File: config.mk
export PLATFORM = sky130hd
export DESIGN_NAME = bcd_digit_adder
export DESIGN_NICKNAME = d
export VERILOG_FILES = /design/src/rtl/bcdadd_pkg.sv /design/src/rtl/bcdadd_bin_sum.sv /design/src/rtl/bcdadd_fix.sv /design/src/rtl/bcdadd_code_chk.sv /design/src/rtl/bcd_digit_adder.sv
export SDC_FILE = /design/constraint.sdc
export NUM_CORES = 1
export LEC_CHECK = 0
export ABC_AREA = 1
export BUFFER_PORTS_ARGS = -buffer_cell sky130_fd_sc_hd__buf_2
export CORE_AREA = 5 5 42 44
export DETAILED_ROUTE_END_ITERATION = 10
export DIE_AREA = 0 0 47 49
export REMOVE_ABC_BUFFERS = 1
export SYNTH_ARGS = -nofsm -noshare
export SYNTH_HDL_FRONTEND = slang
export SYNTH_HIERARCHICAL = 1
export SYNTH_SLANG_ARGS = --single-unit
File: constraint.sdc
create_clock -name vclk -period 2.4
set_input_delay 0.12 -clock vclk [all_inputs]
set_output_delay 0.12 -clock vclk [all_outputs]
set_load 0.005 [all_outputs]
File: src/rtl/bcdadd_pkg.sv
package bcdadd_pkg;
   localparam int unsigned DIGIT_W   = 4;
   localparam int unsigned RAW_W     = DIGIT_W + 1;
   localparam int unsigned MAX_DIGIT = 9;
   localparam int unsigned FIX_VALUE = 6;

   typedef logic [DIGIT_W-1:0] digit_t;
   typedef logic [RAW_W-1:0]   raw_t;

   function automatic logic is_forbidden(input digit_t d);
      return (d > digit_t'(MAX_DIGIT));
   endfunction
endpackage

File: src/rtl/bcdadd_bin_sum.sv
module bcdadd_bin_sum #(
   parameter int unsigned W         = 4,
   parameter bit          LOOKAHEAD = 1'b1
) (
   input  logic [W-1:0] op_a,
   input  logic [W-1:0] op_b,
   input  logic         cin,
   output logic [W:0]   raw
);
   localparam int unsigned NC = W + 1;

   logic [W-1:0]  gen_v;
   logic [W-1:0]  prop_v;
   logic [NC-1:0] carry_v;

   assign gen_v  = op_a & op_b;
   assign prop_v = op_a ^ op_b;

   generate
      if (LOOKAHEAD) begin : g_lookahead
         always_comb begin
            carry_v[0] = cin;
            for (int i = 0; i < W; i++) begin
               logic term;
               logic chain;
               chain = cin;
               for (int k = 0; k <= i; k++) chain = chain & prop_v[k];
               term = chain;
               for (int j = 0; j <= i; j++) begin
                  logic prod;
                  prod = gen_v[j];
                  for (int k = j + 1; k <= i; k++) prod = prod & prop_v[k];
                  term = term | prod;
               end
               carry_v[i+1] = term;
            end
         end
      end else begin : g_ripple
         assign carry_v[0] = cin;
         for (genvar i = 0; i < W; i++) begin : g_stage
            assign carry_v[i+1] = gen_v[i] | (prop_v[i] & carry_v[i]);
         end
      end
   endgenerate

   assign raw = {carry_v[W], prop_v ^ carry_v[W-1:0]};
endmodule

File: src/rtl/bcdadd_fix.sv
module bcdadd_fix
   import bcdadd_pkg::*;
(
   input  raw_t   raw,
   output digit_t digit,
   output logic   dec_carry
);
   localparam digit_t ADJ = digit_t'(FIX_VALUE);

   logic nib_high;

   // low nibble at or above ten: bit 3 set together with bit 2 or bit 1
   assign nib_high  = raw[DIGIT_W-1] & (raw[DIGIT_W-2] | raw[DIGIT_W-3]);
   assign dec_carry = raw[DIGIT_W] | nib_high;
   assign digit     = raw[DIGIT_W-1:0] + (dec_carry ? ADJ : digit_t'(0));
endmodule

File: src/rtl/bcdadd_code_chk.sv
module bcdadd_code_chk
   import bcdadd_pkg::*;
(
   input  digit_t a_dig,
   input  digit_t b_dig,
   output logic   bad
);
   logic [1:0] bad_each;

   always_comb begin
      bad_each[0] = is_forbidden(a_dig);
      bad_each[1] = is_forbidden(b_dig);
   end

   assign bad = |bad_each;
endmodule

File: src/rtl/bcd_digit_adder.sv
module bcd_digit_adder
   import bcdadd_pkg::*;
#(
   parameter int unsigned DIGIT_BITS = 4,
   parameter bit          LOOKAHEAD  = 1'b1
) (
   input  logic [3:0] a_dig,
   input  logic [3:0] b_dig,
   input  logic       c_in,
   output logic [3:0] sum_dig,
   output logic       c_out,
   output logic       bad_code
);
   generate
      if (DIGIT_BITS != DIGIT_W) begin : g_bad_width
         $fatal(1, "bcd_digit_adder: DIGIT_BITS must be 4");
      end
   endgenerate

   raw_t raw_sum;

   bcdadd_bin_sum #(
      .W         (DIGIT_W),
      .LOOKAHEAD (LOOKAHEAD)
   ) u_bin (
      .op_a (a_dig),
      .op_b (b_dig),
      .cin  (c_in),
      .raw  (raw_sum)
   );

   bcdadd_fix u_fix (
      .raw       (raw_sum),
      .digit     (sum_dig),
      .dec_carry (c_out)
   );

   bcdadd_code_chk u_chk (
      .a_dig (a_dig),
      .b_dig (b_dig),
      .bad   (bad_code)
   );
endmodule

==> results of run 1 <==
[cell families (layout without fill, tap and decap cells)]
logic type / Yosys count / in the layout
compound gates: 3 / 3
xor+xnor: 3 / 3
buf+inv: 7 / 22
simple gates: 15 / 15
fa+ha+maj: 8 / 8
[cell type report]
class	count	area (um2)
Multi-Input combinational cell	29	235
Fill cell	172	1040
Inverter	5	18.8
Tap cell	16	20.0
Timing Repair Buffer	17	90.1
[per-layer routing]
layer,wire length [um],vias up,part of all wire,GRT usage
met5,0,-,0,0
li1,-,146,-,-
met4,0,0,0,0
met3,8,0,0.016,0
met1,183,130,0.36,0.0525
met2,318,2,0.62,0.102
[Yosys cell counts, drive strengths merged]
| library cell | n |
|---|---|
| ha | 6 |
| nand2 | 10 |
| xor2 | 3 |
| fa | 2 |
| inv | 5 |
| buf | 2 |
| o21ai | 3 |
| nand4 | 1 |
| nand3 | 4 |
[per-stage QoR]
| step | cells | setup slack (ns) | hold slack, ns | utilization |
|---|---|---|---|---|
| 3_5_place_dp | 65 | 0.0689 | 0.529 | 0.242 |
| 5_1_grt | 67 | 0.00327 | 0.581 | 0.260 |
| 2_1_floorplan | 34 | 0.361 | 0.334 | - |
| 6_report | 67 | 0.155 | 0.526 | 0.260 |
| 3_3_place_gp | 65 | 0.0871 | 0.523 | 0.242 |
| 4_1_cts | 65 | 0.0625 | 0.529 | 0.242 |
[how the worst max path moves through the flow]
stage	endpoint	slack [ns]
2_1_floorplan	sum_dig[3]	0.36
3_3_place_gp	sum_dig[3]	0.09
3_5_place_dp	sum_dig[3]	0.07
4_1_cts	sum_dig[3]	0.06
5_1_grt	sum_dig[3]	0.003
6_report	sum_dig[2]	0.15
[power by group]
part | switching, W | leakage (nW) | internal, W
combinational | 0.0000610 | 0.204 | 0.0000646
sequential | 0 | 0 | 0
clock | 0 | 0 | 0
[repair_timing]
| action | CTS | global route |
|---|---|---|
| endpoints found under the setup margin | 0 | 2 |
| buffers inserted | 0 | 2 |
| gates resized for setup | 0 | 3 |
==> flow_metrics.py, run 1 <==
metrics = {
    "sta": {
        "fin_setup_tns_ns": 0,
        "period_needed_ns": 2.25,
        "tightest_slew_ns": 0.197,
        "slew_headroom": 0.869,
        "period_share": 0.936,
        "hold_viol": 0,
        "rsz0062_at_grt": "false",
        "fmax_mhz": 445,
        "setup_violations": 0,
        "slew_violations": 0,
    },
    "worst_setup_path": {
        "cp-start-kind": "input pin",
        "cp_num_cells": 11,
        "crit_path_max_fanout": 3,
        "crit_start": "a_dig[0]",
        "path_common_cell": "ha_1",
        "critPathKind": "in2out",
        "end_kind": "output pin",
        "critical_path.slowest_cell": "fa_2",
        "required_ns": 2.28,
        "cp.arrival_ns": 2.13,
        "cp_cell_sequence": "buf_2 -> ha_1 -> ha_1 -> nand2_1 -> nand3_2 -> xor2_2 -> o21ai_1 -> nand2_1 -> ha_1 -> fa_2 -> buf_2",
        "worst_path_dominant_cell_family": "adder cells",
        "crit_buf_inv": 2,
        "crit_path_max_incr_delay_ns": 0.51,
    },
    "yosys": {
        "synthSimpleGateAreaFrac": 0.266,
        "synth_cell_types": 11,
        "syn-mean-instance-area_um2": 7.19,
        "yosys.area.top_type": "ha_1",
        "synth_warnings": 6,
        "syn_area_um2": 259,
        "synth_top_area_frac": 0.290,
        "synthAdderAreaFrac": 0.444,
        "synthMuxAreaShare": 0,
        "ys_seq_area_frac": 0,
        "synth_compound_area_frac": 0.0580,
        "syn_inst": 36,
        "synth_xor_xnor_area_share": 0.101,
        "synth_top_family_by_area": "adder cells",
        "synth.area.top_cells": "ha_1 (29%), fa_1 (15%), nand2_1 (14%)",
    },
    "hold_path": {
        "hp-class": "in2out",
        "min-delay-start": "b_dig[3]",
        "hold_depth": 4,
        "hold_end": "bad_code",
    },
    "routing": {
        "drc_errors": 0,
        "vias": 278,
        "wl_per_cell_um": 7.63,
        "drt-total-wl_um": 511,
        "first_iter_violations": 1,
        "antenna_left": 0,
        "first_pass_iters": 2,
        "drt-vias-per-instance": 4.15,
    },
    "grt": {
        "antenna_found_initial": 0,
        "grt_usage": 0.0485,
        "grt_pass1_wl_um": 945,
        "grt_pass1_vias": 256,
        "grt-ovfl-total": 0,
        "grt_max_degree": 6,
    },
    "cells_and_area": {
        "mostFrequentLayoutCell": "buf_2",
        "n_clock_buffer": 0,
        "drive_gt1_frac": 0.392,
        "diodes": 0,
        "fin_area_um2": 364,
        "final_nets": 70,
        "seq_area_um2": 0,
        "nFlopsAndLatches": 0,
        "final_cell_mix": "buf_2 (15), nand2_1 (10), ha_1 (6)",
        "syn2layout_area_growth_pct": 40.6,
    },
    "placed_design": {
        "io_buffers": 15,
        "hpwl_um": 493,
        "place_congestion": 0.678,
        "placed_area_um2": 339,
    },
    "die": {
        "rows": 14,
        "die_area_um2": 2300,
        "io_pins": 15,
        "die_height_um": 49,
        "dieWidth_um": 47,
        "start_util": 0.185,
        "core-area_um2": 1400,
    },
    "power_and_ir_drop": {
        "irDropWorstVdd_uv": 85.4,
        "cellPowerDensity_nw_per_um2": 345,
        "finalPower_w": 0.000126,
        "p_leak_nw": 0.204,
    },
    "clock_network": {
        "ctsHoldBuffers": 0,
    },
    "flow_run": {
        "maxCapViolCount": 0,
    },
    "outcome": {
        "status": "finished clean",
    },
}
(Power assumes the default switching activity.)
==> inputs of run 2 (changes only) <==
- BUFFER_PORTS_ARGS: -buffer_cell sky130_fd_sc_hd__buf_2 -> not set
- DONT_BUFFER_PORTS: not set -> 1
==> run 2 against run 1 <==
Combinational power shrank 37%. Final cell count fell by 25%. Critical path depth down 1. Maximum frequency rose by 4.6%. Via count down 23%. Clock-buffer cell count stayed put. Wire length decreased by 6.1%. Global-route usage is 0.14 points lower. Critical path type unchanged.
==> flow_metrics.py, run 2 (synthesis gave the netlist of run 1 again) <==
metrics = {
    "outcome": {
        "status": "finished clean",
    },
    "placed_design": {
        "hpwl_um": 482,
        "dp_cells": 50,
        "placed_area_um2": 264,
        "place_congestion": 0.579,
        "io_buffers": 0,
        "pre_cts_slack_ns": 0.235,
    },
    "grt": {
        "grt_max_degree": 6,
        "grt-ovfl-total": 0,
        "grt_pass1_wl_um": 897,
        "grt_pass1_vias": 218,
        "antenna_found_initial": 0,
        "grt_usage": 0.0471,
    },
    "cells_and_area": {
        "final_nets": 53,
        "drive_gt1_frac": 0.0294,
        "final_cell_mix": "nand2_1 (10), ha_1 (6), inv_1 (5)",
        "n_clock_buffer": 0,
        "fin_area_um2": 264,
        "multi_input_area_um2": 225,
        "seq_area_um2": 0,
        "diodes": 0,
        "syn2layout_area_growth_pct": 1.93,
        "final_util": 0.188,
        "mostFrequentLayoutCell": "nand2_1",
        "nFillCells": 173,
        "instances_no_fill": 50,
        "nFlopsAndLatches": 0,
    },
    "sta": {
        "period_share": 0.895,
        "tightest_slew_ns": 0.247,
        "period_needed_ns": 2.15,
        "hold_viol": 0,
        "fin_setup_tns_ns": 0,
        "fmax_mhz": 466,
        "slew_violations": 0,
        "rsz0062_at_grt": "false",
        "setup_violations": 0,
        "slew_headroom": 0.835,
        "fin_ws_ns": 0.253,
    },
    "worst_setup_path": {
        "crit_path_max_incr_delay_ns": 0.37,
        "cp.arrival_ns": 2.03,
        "required_ns": 2.28,
        "path_common_cell": "ha_1",
        "critPathKind": "in2out",
        "cp_cell_sequence": "ha_1 -> ha_1 -> nand2_1 -> nand3_2 -> xor2_1 -> o21ai_0 -> nand2_1 -> ha_1 -> fa_1 -> xor2_1",
        "end_kind": "output pin",
        "crit_path_max_fanout": 3,
        "critical_path.slowest_cell": "fa_1",
        "cp-start-kind": "input pin",
    },
    "die": {
        "die_height_um": 49,
        "start_util": 0.185,
        "dieWidth_um": 47,
        "io_pins": 15,
        "rows": 14,
        "die_area_um2": 2300,
        "core-area_um2": 1400,
    },
    "routing": {
        "first_pass_iters": 3,
        "wl_per_cell_um": 9.60,
        "met1_length_um": 116,
        "drt-total-wl_um": 480,
        "drc_errors": 0,
        "vias": 214,
        "drt-vias-per-instance": 4.28,
        "wl_met3_um": 29,
        "first_iter_violations": 1,
        "antenna_left": 0,
        "routed.top_layer": "met3",
        "met2_length_um": 334,
    },
    "hold_path": {
        "hold_depth": 2,
        "min-delay-start": "b_dig[1]",
        "hold_end": "bad_code",
        "hp-class": "in2out",
    },
    "power_and_ir_drop": {
        "irDropWorstVdd_uv": 55.4,
        "p_leak_nw": 0.136,
        "cellPowerDensity_nw_per_um2": 303,
    },
    "clock_network": {
        "cts_setup_buffers": 0,
        "cts.repair.resized": 0,
        "ctsHoldBuffers": 0,
    },
    "flow_run": {
        "maxCapViolCount": 0,
    },
}
run 2: power by group:
part | total (W) | leakage [nW] | switching (W) | internal [W]
Clock | 0 | 0 | 0 | 0
Combinational | 0.0000800 | 0.136 | 0.0000472 | 0.0000329
Sequential | 0 | 0 | 0 | 0
run 2: through the flow:
stage	power [W]	hold WS, ns
6_report	0.0000800	0.347
5_1_grt	0.0000982	0.363
4_1_cts	0.0000843	0.351
3_5_place_dp	0.0000842	0.351
3_3_place_gp	0.0000838	0.346
2_1_floorplan	0.0000686	0.334
run 2: area by class of cell:
class,count,area share
inverter,5,0.0711
multi-input combinational,29,0.853
tap,16,0.0758
run 2: worst max-delay path, delay by kind of cell:
| family | cells | cell delay (ns) |
|---|---|---|
| compound gates | 1 | 0.16 |
| fa+ha+maj | 4 | 1.06 |
| xor+xnor | 2 | 0.38 |
| simple gates | 3 | 0.30 |
run 2: metal layers:
layer / up-vias / GRT usage
met4: 0 / 0
li1: 111 / -
met3: 0 / 0.0111
met2: 2 / 0.102
met5: - / 0
met1: 101 / 0.0416
run 2: worst max path at each step:
stage / startpoint / end / slack, ns
CTS: a_dig[0] / sum_dig[3] / 0.23
detailed placement: a_dig[0] / sum_dig[3] / 0.23
floorplan: a_dig[0] / sum_dig[3] / 0.36
finish: a_dig[0] / sum_dig[3] / 0.25
global route: a_dig[0] / sum_dig[3] / 0.04
global placement: a_dig[0] / sum_dig[3] / 0.26
==> inputs of run 3 (changes only) <==
==> constraint.sdc (replaced) <==
create_clock -name vclk -period 2.4
set_input_delay 0.24 -clock vclk [all_inputs]
set_output_delay 0.24 -clock vclk [all_outputs]
set_load 0.005 [all_outputs]
==> run 3 against run 2 <==
Worst setup slack got worse by 0.062 ns. Wire length increased by 1.7%. Die area unchanged. Via count decreased by 1.9%. Power increased by 10%. Largest power group unchanged.
==> flow_metrics.py, run 3 (synthesis gave the netlist of run 1 again) <==
metrics = {
    "routing": {
        "drc_errors": 0,
        "first_pass_iters": 2,
        "wl_per_cell_um": 9.57,
        "vias": 210,
        "drt-vias-per-instance": 4.12,
        "first_iter_violations": 1,
        "drt-total-wl_um": 488,
        "antenna_left": 0,
    },
    "placed_design": {
        "dp_cells": 51,
        "io_buffers": 0,
        "hpwl_um": 480,
        "place_congestion": 0.607,
    },
    "flow_run": {
        "maxCapViolCount": 0,
    },
    "sta": {
        "setup_violations": 0,
        "rsz0062_at_grt": "false",
        "period_share": 0.921,
        "slew_headroom": 0.820,
        "hold_viol": 0,
        "fin_setup_tns_ns": 0,
        "whs_ns": 0.582,
        "period_needed_ns": 2.21,
        "tightest_slew_ns": 0.268,
        "slew_violations": 0,
        "fmax_mhz": 453,
    },
    "die": {
        "core-area_um2": 1400,
        "die_area_um2": 2300,
        "dieWidth_um": 47,
        "io_pins": 15,
        "die_height_um": 49,
        "rows": 14,
        "start_util": 0.185,
    },
    "worst_setup_path": {
        "critical_path.slowest_cell": "fa_2",
        "required_ns": 2.16,
        "critPathKind": "in2out",
        "cp.arrival_ns": 1.97,
        "crit_path_max_fanout": 2,
        "cp_cell_sequence": "ha_1 -> ha_2 -> nand2_1 -> nand3_2 -> xor2_1 -> o21ai_1 -> nand2_1 -> ha_1 -> fa_2",
        "crit_path_max_incr_delay_ns": 0.53,
        "cp-start-kind": "input pin",
        "crit_buf_inv": 0,
        "worst_path_dominant_cell_family": "adder cells",
        "end_kind": "output pin",
    },
    "hold_path": {
        "min-delay-start": "b_dig[1]",
        "hold_depth": 2,
        "hp-class": "in2out",
        "hold_end": "bad_code",
    },
    "cells_and_area": {
        "instances_no_fill": 51,
        "syn2layout_area_growth_pct": 6.76,
        "final_nets": 54,
        "final_cell_mix": "nand2_1 (10), inv_1 (5), ha_1 (5)",
        "nFlopsAndLatches": 0,
        "mostFrequentLayoutCell": "nand2_1",
        "seq_area_um2": 0,
        "drive_gt1_frac": 0.114,
        "nFillCells": 172,
        "n_clock_buffer": 0,
        "diodes": 0,
        "multi_input_area_um2": 230,
    },
    "clock_network": {
        "cts_setup_buffers": 0,
    },
    "grt": {
        "grt_pass1_wl_um": 966,
        "grt_pass1_vias": 218,
        "grt-ovfl-total": 0,
        "antenna_found_initial": 0,
        "grt_usage": 0.0520,
        "grt_max_degree": 6,
    },
    "power_and_ir_drop": {
        "irDropWorstVdd_uv": 84.0,
        "p_leak_nw": 0.139,
        "cellPowerDensity_nw_per_um2": 319,
    },
    "outcome": {
        "status": "finished clean",
    },
}
-- run 3: changes by cell type in the layout (fill, tap and decap cells not counted) --
cell     previous run  this run
fa_1                2         1
ha_2                0         1
buf_4               0         1
ha_1                6         5
fa_2                0         1
o21ai_0             1         0
o21ai_1             2         3
-- run 3: per-layer routing --
layer | wire, um | GRT usage | vias to the layer above | share of wire
met5 | 0 | 0 | - | 0
met4 | 0 | 0 | 0 | 0
met3 | 16 | 0.00738 | 0 | 0.033
met2 | 335 | 0.104 | 2 | 0.69
met1 | 137 | 0.0568 | 95 | 0.28
li1 | - | - | 113 | -
-- run 3: how the worst max path moves through the flow --
stage,end,from,cells after the start,slack [ns]
2_1_floorplan,sum_dig[3],a_dig[0],10,0.12
3_3_place_gp,sum_dig[3],a_dig[0],10,0.1
3_5_place_dp,sum_dig[3],a_dig[0],10,0.08
4_1_cts,sum_dig[3],a_dig[0],10,0.08
5_1_grt,sum_dig[2],a_dig[0],9,0.02
6_report,sum_dig[2],a_dig[0],9,0.19
-- run 3: stage by stage --
stage	area [um2]	utilization	worst slack (ns)	total power, W
floorplan	244	-	0.121	0.0000686
global placement	272	0.194	0.0955	0.0000884
detailed placement	272	0.194	0.0844	0.0000905
CTS	272	0.194	0.0802	0.0000907
global route	277	0.197	0.0214	0.000109
finish	277	0.197	0.191	0.0000883
-- run 3: layout make-up --
class	count	share of cell area
well taps	16	0.0724
inverters	5	0.0679
repair buffers	1	0.0271
multi-input cells	29	0.833
-- run 3: repair_timing --
action                                  CTS  global route
hold buffers                              0             0
resized for setup                         0             3
endpoints found under the setup margin    0             2
-- run 3: report_power, final --
group | switching, W | internal, W
sequential | 0 | 0
clock | 0 | 0
combinational | 0.0000489 | 0.0000395
